### src/rtl/stack_calc_pkg.sv
package stack_calc_pkg;
  localparam logic [2:0] CMD_NONE = 3'd0;
  localparam logic [2:0] CMD_PUSH = 3'd1;
  localparam logic [2:0] CMD_POP  = 3'd2;
  localparam logic [2:0] CMD_ADD  = 3'd3;
  localparam logic [2:0] CMD_SUB  = 3'd4;
  localparam logic [2:0] CMD_MUL  = 3'd5;

  typedef enum logic [1:0] {
    FN_ADD = 2'd0,
    FN_SUB = 2'd1,
    FN_MUL = 2'd2
  } alu_fn_e;
endpackage

### src/rtl/stack_calc_alu.sv
module stack_calc_alu
  import stack_calc_pkg::*;
#(
  parameter int DATA_W = 16
) (
  input  alu_fn_e             fn,
  input  logic [DATA_W-1:0]   second,
  input  logic [DATA_W-1:0]   first,
  output logic [DATA_W-1:0]   result
);
  always_comb begin
    case (fn)
      FN_SUB:  result = second - first;
      FN_MUL:  result = second * first;
      default: result = second + first;
    endcase
  end
endmodule

### src/rtl/stack_calc_store.sv
module stack_calc_store #(
  parameter int DATA_W = 16,
  parameter int DEPTH  = 16,
  parameter int AW     = $clog2(DEPTH)
) (
  input  logic              clk,
  input  logic              wr_en,
  input  logic [AW-1:0]     wr_addr,
  input  logic [DATA_W-1:0] wr_data,
  input  logic [AW-1:0]     rd_addr_a,
  output logic [DATA_W-1:0] rd_data_a,
  input  logic [AW-1:0]     rd_addr_b,
  output logic [DATA_W-1:0] rd_data_b
);
  logic [DATA_W-1:0] mem [DEPTH];

  // One write port and two asynchronous read ports, the usual shape for
  // distributed RAM; no reset on the array.
  always_ff @(posedge clk) begin
    if (wr_en) mem[wr_addr] <= wr_data;
  end

  assign rd_data_a = mem[rd_addr_a];
  assign rd_data_b = mem[rd_addr_b];
endmodule

### src/rtl/stack_calc_ctrl.sv
module stack_calc_ctrl
  import stack_calc_pkg::*;
#(
  parameter int DEPTH = 16,
  parameter int AW    = $clog2(DEPTH),
  parameter int CW    = $clog2(DEPTH + 1)
) (
  input  logic          clk,
  input  logic          rst,
  input  logic          cmd_valid,
  input  logic [2:0]    cmd_code,
  output logic          take_push,
  output logic          take_pop,
  output logic          take_arith,
  output logic          two_or_more,
  output alu_fn_e       alu_fn,
  output logic [AW-1:0] sp_q,
  output logic          full_q,
  output logic          empty_q,
  output logic          ovf_q,
  output logic          unf_q
);
  logic [CW-1:0] cnt_q;
  logic [CW-1:0] cnt_nxt;
  logic          want_push, want_pop, want_arith;

  always_comb begin
    want_push  = cmd_valid && (cmd_code == CMD_PUSH);
    want_pop   = cmd_valid && (cmd_code == CMD_POP);
    want_arith = cmd_valid && ((cmd_code == CMD_ADD) || (cmd_code == CMD_SUB) ||
                               (cmd_code == CMD_MUL));
    two_or_more = cnt_q >= CW'(2);
    take_push  = want_push && !full_q;
    take_pop   = want_pop && !empty_q;
    take_arith = want_arith && two_or_more;
    case (cmd_code)
      CMD_SUB: alu_fn = FN_SUB;
      CMD_MUL: alu_fn = FN_MUL;
      default: alu_fn = FN_ADD;
    endcase
    if (take_push)                  cnt_nxt = cnt_q + CW'(1);
    else if (take_pop || take_arith) cnt_nxt = cnt_q - CW'(1);
    else                            cnt_nxt = cnt_q;
  end

  always_ff @(posedge clk) begin
    if (rst) begin
      sp_q    <= '1;
      cnt_q   <= '0;
      full_q  <= 1'b0;
      empty_q <= 1'b1;
      ovf_q   <= 1'b0;
      unf_q   <= 1'b0;
    end else begin
      if (take_push)                   sp_q <= sp_q + AW'(1);
      else if (take_pop || take_arith) sp_q <= sp_q - AW'(1);
      cnt_q   <= cnt_nxt;
      full_q  <= (cnt_nxt == CW'(DEPTH));
      empty_q <= (cnt_nxt == '0);
      ovf_q   <= ovf_q | (want_push && full_q);
      unf_q   <= unf_q | (want_pop && empty_q) | (want_arith && !two_or_more);
    end
  end
endmodule

### src/rtl/stack_calc.sv
module stack_calc
  import stack_calc_pkg::*;
#(
  parameter int DATA_W = 16,
  parameter int DEPTH  = 16
) (
  input  logic              clk,
  input  logic              rst,
  input  logic              cmd_valid,
  input  logic [2:0]        cmd_code,
  input  logic [DATA_W-1:0] cmd_data,
  output logic [DATA_W-1:0] top_word,
  output logic              is_full,
  output logic              is_empty,
  output logic              err_overflow,
  output logic              err_underflow
);
  localparam int AW = $clog2(DEPTH);
  localparam int CW = $clog2(DEPTH + 1);

  logic              take_push, take_pop, take_arith, two_or_more;
  alu_fn_e           alu_fn;
  logic [AW-1:0]     sp_q, sp_below, sp_above;
  logic [DATA_W-1:0] nos_word, tos_word, alu_y, wr_data;
  logic [AW-1:0]     wr_addr;
  logic              wr_en;
  logic [DATA_W-1:0] top_q;

  stack_calc_ctrl #(.DEPTH(DEPTH), .AW(AW), .CW(CW)) ctrl_i (
    .clk        (clk),
    .rst        (rst),
    .cmd_valid  (cmd_valid),
    .cmd_code   (cmd_code),
    .take_push  (take_push),
    .take_pop   (take_pop),
    .take_arith (take_arith),
    .two_or_more(two_or_more),
    .alu_fn     (alu_fn),
    .sp_q       (sp_q),
    .full_q     (is_full),
    .empty_q    (is_empty),
    .ovf_q      (err_overflow),
    .unf_q      (err_underflow)
  );

  assign sp_below = sp_q - AW'(1);
  assign sp_above = sp_q + AW'(1);

  // Push writes at the advanced pointer; an operator overwrites the
  // second entry, which becomes the new top.
  assign wr_en   = take_push | take_arith;
  assign wr_addr = take_push ? sp_above : sp_below;
  assign wr_data = take_push ? cmd_data : alu_y;

  stack_calc_store #(.DATA_W(DATA_W), .DEPTH(DEPTH), .AW(AW)) store_i (
    .clk      (clk),
    .wr_en    (wr_en),
    .wr_addr  (wr_addr),
    .wr_data  (wr_data),
    .rd_addr_a(sp_below),
    .rd_data_a(nos_word),
    .rd_addr_b(sp_q),
    .rd_data_b(tos_word)
  );

  stack_calc_alu #(.DATA_W(DATA_W)) alu_i (
    .fn    (alu_fn),
    .second(nos_word),
    .first (tos_word),
    .result(alu_y)
  );

  always_ff @(posedge clk) begin
    if (rst) begin
      top_q <= '0;
    end else if (take_push) begin
      top_q <= cmd_data;
    end else if (take_arith) begin
      top_q <= alu_y;
    end else if (take_pop) begin
      top_q <= two_or_more ? nos_word : '0;
    end
  end

  assign top_word = top_q;
endmodule

### config.mk
export PLATFORM = sky130hd
export DESIGN_NAME = stack_calc
export DESIGN_NICKNAME = d
export VERILOG_FILES = /design/src/rtl/stack_calc_pkg.sv /design/src/rtl/stack_calc_alu.sv /design/src/rtl/stack_calc_store.sv /design/src/rtl/stack_calc_ctrl.sv /design/src/rtl/stack_calc.sv
export SDC_FILE = /design/constraint.sdc
export NUM_CORES = 1
export LEC_CHECK = 0
export BUFFER_PORTS_ARGS = -buffer_cell sky130_fd_sc_hd__buf_2
export CORE_MARGIN = 2
export CORE_UTILIZATION = 60
export DETAILED_ROUTE_END_ITERATION = 10
export PLACE_DENSITY = 0.86
export SLEW_MARGIN = 20
export SYNTH_ARGS = -nofsm -noshare
export SYNTH_HDL_FRONTEND = slang
export SYNTH_SLANG_ARGS = --single-unit
### constraint.sdc
create_clock -name clk -period 9.8 [get_ports clk]
set_input_delay 1.47 -clock clk [delete_from_list [all_inputs] [get_ports clk]]
set_output_delay 1.47 -clock clk [all_outputs]
set_load 0.1 [all_outputs]
==> results by group <==
STA
  • Post-Route Setup TNS: 0 ns
  • RSZ-0062 raised after global routing: false
  • Setup Skew: 0.0289 ns
  • Max transition margin: 17.5%
  • Post-layout min period: 9.13 ns
  • Tcrit/Tclk final: 93.2%
  • Final Hold Viols: 0
  • Setup ws final: 0.667 ns
  • Max Slew Vio Count: 0
  • Fmax: 109 MHz
  • Setup Viol. Count Final: 0
  • Worst-margin pin slew: 1.23 ns

Placement
  • Hpwl dp: 35500 microns
  • Routability cong.: 0.940
  • Input/output buffers: 41
  • Dpl ws: 0.947 ns
  • Placed inst area: 0.0195 sq mm

Critical path
  • Crit path launch type: flip-flop
  • R2r startpoint: ctrl_i.sp_q[0]
  • WP data arrival: 9.53 ns
  • Worst Setup End Kind: flip-flop
  • Critical path's slowest cell: ha_2
  • CP Data Required Time: 10.20 ns
  • CP bufs+invs: 5
  • Kind of critical path: flip-flop to flip-flop
  • Crit-path max cell delay: 0.96 ns
  • Reg2Reg Setup Slack: 0.67 ns
  • Reg2Reg Depth: 28
  • Top delay family on crit path: adder cells
  • Crit path top cell by count: xnor2_1
  • Reg-to-Reg End: store_i.mem[15][15]
  • Worst-path maximum fanout: 33

Detailed routing
  • Final WL: 53700 microns
  • Detailed Route Iter0 Violations: 2035
  • Vias: 13.0k
  • Drt first pass iters: 6
  • Wire per inst: 29.0 microns
  • Detail Route Antenna Nets: 0
  • DRC viols: 0
  • Vias per cell: 7.01

Yosys
  • Register area share after synthesis: 44.6%
  • Leading register cell type out of synthesis: edfxtp_1
  • Number of synthesized flops with an enable pin: 256
  • #FFs+latches synth: 289
  • Synth warnings: 0
  • Fraction of registers with async set/reset: 0%
  • Post-synthesis cell count: 1395
  • Mapped Nets: 1568
  • Synthesized area: 0.0187 sq mm
  • Post-synthesis cell type count: 71
  • Avg Inst Size Synth: 13.4 sq um

Clock tree
  • Clock slew at reported path FFs: 0.07 ns
  • CTS root buf: clkbuf_16
  • Max Buffers Root-to-Sink: 3
  • Post-CTS Setup Inserts: 0
  • TritonCTS clock tree: yes
  • Post-cts resize count: 0
  • H-tree Lvls: 1
  • Worst skew pair latency: 0.58 ns
  • CTS Buf Count: 29
  • Sink Count: 289
  • Hold_buf cts: 0

Global route
  • Congestion Overflow GR: 0
  • M2 GR Usage: 53.4%
  • GR Layer Usage met1: 42.2%
  • GRT Max-Usage Layer: met2
  • First-pass GRT wire length: 81600 microns
  • GR Util met3: 7.92%
  • Initial antenna violation count: 0
  • GR Util All Layers: 33.4%
  • Vias in the first global route: 13.5k
  • Largest net degree at the start of global routing: 50

Run status
  • Status: finished, final reports clean

Layout
  • Layout Nets: 1611
  • Final instance area: 0.0204 sq mm
  • Commonest non-fill, non-tap cell in the layout: edfxtp_1
  • Layout cells sized above 1: 21.6%
  • # diodes: 0
  • Area Growth Syn to Fin: 8.89%
  • Most frequent cells in the layout: edfxtp_1 (256), mux4_2 (146), inv_1 (140)

Worst hold path
  • Hold Crit Class: flip-flop to flip-flop
  • Hold endpoint: ctrl_i.ovf_q
  • Hold Crit Depth: 2
  • Critical hold path startpoint: ctrl_i.ovf_q

Floorplan
  • Num rows: 64
  • Die width: 181 microns
  • Die Ht: 181 microns
  • Die area: 0.0326 sq mm
  • Initial core utilization: 61.1%
  • IO Pins: 42
  • Core Area: 0.0307 sq mm

Job
  • MaxCap Viol Count: 0
[cell usage after synthesis, types with 7 or more instances]
cell,count,area [sq um]
o21ai_1,11,55.1
clkbuf_1,40,150
buf_2,17,85.1
a31oi_1,10,62.6
mux4_2,146,3290
xor2_1,15,131
nand2_1,115,432
a21oi_1,46,230
fa_1,81,1620
mux4_1,7,184
nor2_1,111,417
ha_1,70,876
o21ai_0,25,125
nor3_1,14,70.1
xnor2_1,56,490
inv_1,140,526
a21o_1,14,105
mux2i_1,23,230
nand3_1,8,40.0
and2_1,25,156
buf_6,8,90.1
a211oi_1,9,67.6
nor2b_1,9,56.3
dfxtp_1,33,661
edfxtp_1,256,7690
[layer usage]
layer	vias to the layer above	routed length (microns)
li1	5235	-
met1	6309	17900
met2	1141	25200
met3	324	6880
met4	0	3760
met5	-	0
[cell families (layout without fill, tap and decap cells)]
family          count (synthesis)  count (layout)  share of synthesized area (%)
simple gates                  317             317                           7.64
xor+xnor                       74              74                           3.61
fa+ha+maj                     152             152                           13.4
buf+inv                       216             280                           4.86
compound gates                165             165                           5.78
mux                           182             182                           20.1
flops                         289             289                           44.6
[tightest hold or removal path: stages (launching register included)]
cell     delay, ns
dfxtp_1       0.32
a21oi_1       0.04
nor2_1        0.07
[per-stage QoR]
step,hold WS (ns),std cells,util [%]
final,0.475,1855,66.5
after CTS,0.490,1855,66.4
after global routing,0.509,1855,66.5
after global placement,0.446,1803,63.5
after floorplan,0.503,1395,-
after detailed placement,0.474,1803,63.5
[how the worst max path moves through the flow]
stage / start / end / slack (ns) / depth (start not counted)
after global routing: ctrl_i.sp_q[0] / store_i.mem[15][15] / 0.22 / 28
after floorplan: ctrl_i.sp_q[0] / store_i.mem[0][15] / 0.84 / 33
after detailed placement: ctrl_i.sp_q[0] / store_i.mem[10][15] / 0.95 / 28
after CTS: ctrl_i.sp_q[0] / store_i.mem[15][15] / 0.79 / 28
final: ctrl_i.sp_q[0] / store_i.mem[15][15] / 0.67 / 28
after global placement: ctrl_i.sp_q[0] / store_i.mem[11][15] / 1.23 / 28
[final cells by class]
| type | instances | area, sq um |
|---|---|---|
| Clock inverter | 16 | 149 |
| Timing Repair Buffer | 85 | 548 |
| Sequential cell | 289 | 8360 |
| Fill cell | 2053 | 10300 |
| Clock buffer | 36 | 752 |
| Multi-Input combinational cell | 890 | 9550 |
| Tap cell | 396 | 495 |
| Inverter | 143 | 537 |
[flip-flops by register name, summed over array words and instances, names as in the netlist, named ones only]
name and flops:
ctrl_i.ovf_q 1, top_word 16, store_i.mem 256, ctrl_i.sp_q 4, ctrl_i.unf_q 1, ctrl_i.empty_q 1, ctrl_i.full_q 1, ctrl_i.cnt_q 5
Power is not shown: default switching activity piles up to over one toggle a cycle in this logic, so the estimate is an artifact.
